`src/rtl/pwt_pkg.sv`:
```
package pwt_pkg;
  localparam logic [1:0] MODE_PWM = 2'b11;

  typedef enum logic [1:0] {
    A_MODE = 2'd0,
    A_LO   = 2'd1,
    A_HI   = 2'd2,
    A_IEN  = 2'd3
  } pwt_addr_e;

  // polarity 0 measures high, 1 measures low
  function automatic logic level_match(input logic pin, input logic pol);
    return pin ^ pol;
  endfunction

  // polarity 0 -> falling edge, 1 -> rising edge
  function automatic logic edge_hit(input logic rise, input logic fall, input logic pol);
    return pol ? rise : fall;
  endfunction
endpackage

```
`src/rtl/pwt_sync.sv`:
```
module pwt_sync #(
  parameter int STAGES = 2
) (
  input  logic clk,
  input  logic rst_n,
  input  logic pin,
  output logic level,
  output logic rise,
  output logic fall
);
  logic [STAGES:0] chain;

  always_ff @(posedge clk or negedge rst_n) begin
    if (!rst_n) chain <= '0;
    else        chain <= {chain[STAGES-1:0], pin};
  end

  assign level = chain[STAGES-1];
  assign rise  = chain[STAGES-1] & ~chain[STAGES];
  assign fall  = ~chain[STAGES-1] & chain[STAGES];
endmodule

```
`src/rtl/pwt_regs.sv`:
```
module pwt_regs #(
  parameter int DW = 8
) (
  input  logic            clk,
  input  logic            rst_n,
  input  logic            wr_en,
  input  logic [1:0]      addr,
  input  logic [DW-1:0]   wdata,
  output logic [DW-1:0]   mode_q,
  output logic [DW-1:0]   ien_q,
  output logic            load_lo,
  output logic            load_hi,
  output logic [2*DW-1:0] load_val,
  output logic [2*DW-1:0] reload_q
);
  import pwt_pkg::*;
  logic [DW-1:0] lo_hold;

  assign load_lo  = wr_en && (addr == A_LO);
  assign load_hi  = wr_en && (addr == A_HI);
  assign load_val = {wdata, lo_hold};

  always_ff @(posedge clk or negedge rst_n) begin
    if (!rst_n) begin
      mode_q   <= '0;
      ien_q    <= '0;
      lo_hold  <= '0;
      reload_q <= '0;
    end else if (wr_en) begin
      unique case (addr)
        A_MODE: mode_q   <= wdata;
        A_LO:   lo_hold  <= wdata;
        A_HI:   reload_q <= load_val;
        A_IEN:  ien_q    <= wdata;
        default: ;
      endcase
    end
  end
endmodule

```
`src/rtl/pwt_counter.sv`:
```
module pwt_counter #(
  parameter int CW = 16
) (
  input  logic          clk,
  input  logic          rst_n,
  input  logic          count_ok,
  input  logic          load,
  input  logic [CW-1:0] load_val,
  input  logic [CW-1:0] reload,
  output logic [CW-1:0] cnt_q,
  output logic          underflow
);
  function automatic logic [CW-1:0] step(input logic [CW-1:0] c, input logic [CW-1:0] r);
    return (c == '0) ? r : c - 1'b1;
  endfunction

  assign underflow = count_ok && (cnt_q == '0) && !load;

  always_ff @(posedge clk or negedge rst_n) begin
    if (!rst_n)        cnt_q <= '0;
    else if (load)     cnt_q <= load_val;
    else if (count_ok) cnt_q <= step(cnt_q, reload);
  end
endmodule

```
`src/rtl/pulse_width_timer.sv`:
```
module pulse_width_timer #(
  parameter int DW        = 8,
  parameter int SYNC_STGS = 2
) (
  input  logic          clk,
  input  logic          rst_n,
  input  logic          tick_en,
  input  logic          wr_en,
  input  logic          rd_en,
  input  logic [1:0]    addr,
  input  logic [DW-1:0] wdata,
  output logic [DW-1:0] rdata,
  input  logic          pin_in,
  output logic          tmr_irq,
  output logic          pin_irq
);
  import pwt_pkg::*;
  localparam int CW = 2 * DW;

  logic [DW-1:0] mode_q, ien_q, hi_hold;
  logic [CW-1:0] load_val, reload_q, cnt_q;
  logic          load_lo, load_hi, underflow;
  logic          pin_lvl, pin_rise, pin_fall;
  logic          stop_bit, pol_bit, meas_mode, count_ok, edge_evt;
  logic          tmr_ie, pin_ie;

  pwt_sync #(.STAGES(SYNC_STGS)) u_sync (
    .clk(clk), .rst_n(rst_n), .pin(pin_in),
    .level(pin_lvl), .rise(pin_rise), .fall(pin_fall)
  );

  pwt_regs #(.DW(DW)) u_regs (
    .clk(clk), .rst_n(rst_n), .wr_en(wr_en), .addr(addr), .wdata(wdata),
    .mode_q(mode_q), .ien_q(ien_q), .load_lo(load_lo), .load_hi(load_hi),
    .load_val(load_val), .reload_q(reload_q)
  );

  assign stop_bit  = mode_q[7];
  assign pol_bit   = mode_q[6];
  assign meas_mode = (mode_q[5:4] == MODE_PWM);
  assign tmr_ie    = ien_q[0];
  assign pin_ie    = ien_q[1];
  assign count_ok  = tick_en && meas_mode && !stop_bit && level_match(pin_lvl, pol_bit);
  assign edge_evt  = edge_hit(pin_rise, pin_fall, pol_bit);

  pwt_counter #(.CW(CW)) u_cnt (
    .clk(clk), .rst_n(rst_n), .count_ok(count_ok), .load(load_hi),
    .load_val(load_val), .reload(reload_q), .cnt_q(cnt_q), .underflow(underflow)
  );

  always_ff @(posedge clk or negedge rst_n) begin
    if (!rst_n) begin
      tmr_irq <= 1'b0;
      pin_irq <= 1'b0;
    end else begin
      tmr_irq <= underflow && tmr_ie;
      pin_irq <= edge_evt && pin_ie;
    end
  end

  always_ff @(posedge clk or negedge rst_n) begin
    if (!rst_n) begin
      rdata   <= '0;
      hi_hold <= '0;
    end else if (rd_en) begin
      unique case (addr)
        A_MODE: rdata <= mode_q;
        A_LO: begin
          rdata   <= cnt_q[DW-1:0];
          hi_hold <= cnt_q[CW-1:DW];
        end
        A_HI:   rdata <= hi_hold;
        A_IEN:  rdata <= ien_q;
        default: ;
      endcase
    end
  end
endmodule

```
`config.mk`:
```
export PLATFORM = sky130hd
export DESIGN_NAME = pulse_width_timer
export DESIGN_NICKNAME = d
export VERILOG_FILES = /design/src/rtl/pwt_pkg.sv /design/src/rtl/pwt_sync.sv /design/src/rtl/pwt_regs.sv /design/src/rtl/pwt_counter.sv /design/src/rtl/pulse_width_timer.sv
export SDC_FILE = /design/constraint.sdc
export NUM_CORES = 1
export LEC_CHECK = 0
export BUFFER_PORTS_ARGS = -buffer_cell sky130_fd_sc_hd__buf_2
export CAP_MARGIN = 30
export CORE_ASPECT_RATIO = 0.9
export CORE_UTILIZATION = 39
export DETAILED_ROUTE_END_ITERATION = 8
export GPL_TIMING_DRIVEN = 0
export SYNTH_ARGS = -nofsm -noshare
export SYNTH_HDL_FRONTEND = slang
export SYNTH_SLANG_ARGS = --single-unit
```
`constraint.sdc`:
```
create_clock -name clk -period 2.95 [get_ports clk]
set_clock_uncertainty 0.2 [all_clocks]
set_input_delay 0.1475 -clock clk [delete_from_list [all_inputs] [get_ports clk]]
set_output_delay 0.1475 -clock clk [all_outputs]
set_load 0.01 [all_outputs]
```
==> run metrics <==
status=completed; Die ar.=0.009982 mm^2; clock transition at the registers of the reported paths=0.08 ns; die height=94.89 um; # port buffers=24; DRC=0; worst skew pair latency=0.35 ns; post-synthesis cell count=324; CP required=2.98 ns; die width=105.2 um; vias per cell=5.600; Synth Area in Simple Gates=16.00%; top_reg_cell synth=dfrtp_1; Total GRT Usage=21.19%; R2R setup slack=0.48 ns; clk root buf=clkbuf_8; Fmax=0.4050 GHz; I/O pins=26; final hold violation count=0; XOR/XNOR Fraction of Synth Area=0.9371%; period utilisation layout=83.70%; complex-gate fraction of the synthesized area=11.01%; number of fill cells in the layout=863; RSZ-0062 raised after global routing=no; relative max-transition margin=35.81%; First-pass DRT Iterations=4; WP data arrival=2.50 ns; Period minus WS final=2.469 ns; adder and majority gate portion of the synthesized area=0.6693%; Core ar.=0.009208 mm^2; diode count=0; combinational family with the most area after synthesis=multiplexers; Max IR drop VDD=0.3118 mV; initial antenna violation count=0; max-slew violations=0; Cell Pwr Density=772.1 mW/mm^2; post-CTS setup buffer count=0; area grow syn2layout=16.80%; CTS tree=built; gr ovfl total=0; effective utilization at floorplan=40.60%; Crit. End Element=flip-flop; layout cells sized above 1=28.00%; DR vias=2783; TritonCTS buffer count=9; CP Class=flip-flop to flip-flop; Mapped Nets=342; CP max FO=8; clk buf depth=2; most common cell after layout, fill and taps aside=dfrtp_1; EDFF count, synth=0; leakage=0.001914 uW; first-pass GRT wire length=15760 um; Worst Tran Pin Value=0.9554 ns; final setup fails=0; Final Wtd Congestion=0.9490; post-detail-place hpwl=6753 um; 1st-iter DRT viols=224; class of the worst hold path=input port to asynchronous set/reset pin; count of cell types in the netlist=58; setup total negative slack=0 ns; mux share of post-synthesis cell area=17.10%; Design Area, Final=0.004367 mm^2; drt wl/cell=19.09 um; # nets final=388; Area contributors post-synth=dfrtp_1 52%, mux2_2 12%, nand2_1 6.0%; cell taking the most area after synthesis=dfrtp_1; largest net degree at the start of global routing=52; Synth Area per Inst=11.54 um^2; hold buffers post-CTS=10; Async SR Flop Fraction=100.0%; total power=3372 uW; post-route ant nets=0; vias in the first global route=2780; Post-Route WL=9486 um; mapped cell area=0.003739 mm^2; Core Rows=33; Synth Warn #=0; Placed Area=0.004041 mm^2; register area share after synthesis=51.54%; Max-cap violations=0; CP Launch Type=flip-flop; most frequent cells in the layout=77 x dfrtp_1, 60 x nand2_1, 39 x mux2_2; number of clock sinks=77; Post-CTS Resized=0; Synth top area share=51.54%; H-Tree Level Count=3; #FFs+latches synth=77
-- final timing paths --
check / start / endpoint / cells after the start
worst max-delay path: u_cnt.cnt_q[0]$_DFFE_PN0P_ / u_cnt.cnt_q[15]$_DFFE_PN0P_ / 6
worst min-delay path: rst_n / u_cnt.cnt_q[7]$_DFFE_PN0P_ / 2
worst max register to register: u_cnt.cnt_q[0]$_DFFE_PN0P_ / u_cnt.cnt_q[15]$_DFFE_PN0P_ / 6
worst min register to register: u_sync.chain[0]$_DFF_PN0_ / u_sync.chain[1]$_DFF_PN0_ / 0
max in group asynchronous: rst_n / rdata[2]$_DFFE_PN0P_ / 3
min in group clk: addr[0] / rdata[0]$_DFFE_PN0P_ / 3
-- cells in the mapped netlist, types with 2 or more instances --
cell type and count:
a211oi_1 3, a21oi_1 2, a22oi_1 8, a31oi_1 3
a32oi_1 2, and2_1 2, buf_1 2, buf_2 7
buf_6 2, clkbuf_1 5, dfrtp_1 77, ha_1 2
inv_1 5, mux2_2 39, mux2i_1 2, mux4_2 8
nand2_1 60, nand3_1 5, nand4_1 3, nor2_1 10
nor2b_1 2, nor3_1 10, nor4_1 4, nor4_2 2
o21ai_0 16, o311ai_1 4, o31a_1 4, o31ai_1 2
or3_1 2, xnor2_1 2, xor2_1 2
-- kinds of logic (layout without fill, tap and decap cells) --
family,after synthesis,count (layout)
adders and majority gates,2,2
DFF,77,77
AOI/OAI and AO/OA,57,57
and+or+nand+nor,114,114
buffers and inverters,21,72
muxes,49,49
xor gates and xnor gates,4,4
-- cell type report --
class,instances,area (um^2),share of cell area (%)
flip-flops and latches,77,1927,44.13
multi-input cells,226,1709,39.14
repair buffers,35,250.2,5.731
clock buffers,12,155.1,3.553
well taps,122,152.6,3.496
plain buffers,16,83.83,1.920
clock inverters,4,70.07,1.605
inverters,5,18.77,0.4298
-- state kept, by name, summed over array words and instances (netlist names) --
signal and flops:
u_regs.mode_q 8, u_regs.reload_q 16, hi_hold 8, u_cnt.cnt_q 16, pin_irq 1, tmr_irq 1, rdata 8, u_regs.ien_q 8
u_sync.chain 3, u_regs.lo_hold 8
-- through the flow --
| step | std cells | utilization (%) | hold WS (ns) | worst slack [ns] |
|---|---|---|---|---|
| CTS | 497 | 47.42 | 0.07361 | 0.4876 |
| global placement | 470 | 43.57 | 0.05475 | 0.4732 |
| detailed placement | 471 | 43.89 | -0.1021 | 0.5023 |
| finish | 497 | 47.42 | 0.07878 | 0.4809 |
| global route | 497 | 47.42 | 0.1123 | 0.2838 |
| floorplan | 324 | - | -0.3481 | 0.9219 |
-- per-layer routing --
layer	global-route usage, %	part of all wire, %	vias to the layer above
li1	-	-	1295
met1	30.53	50	1412
met2	33.17	45	68
met3	4.072	4.5	8
met4	4.577	0.79	0
met5	0	0	-
-- critical path: stages (launching register included) --
cell and delay, ns:
dfrtp_1 0.49, inv_1 0.15, ha_1 0.21, nor4b_4 0.36, nand4_1 0.48, o221ai_1 0.36, a31oi_1 0.11
-- where the power goes --
part	switching (uW)	total [uW]	internal, uW
clock	377	897	520
combinational	521	977	456
sequential	202	1500	1300
total	1100	3370	2270
No activity file was read; power rests on OpenSTA's default activity.
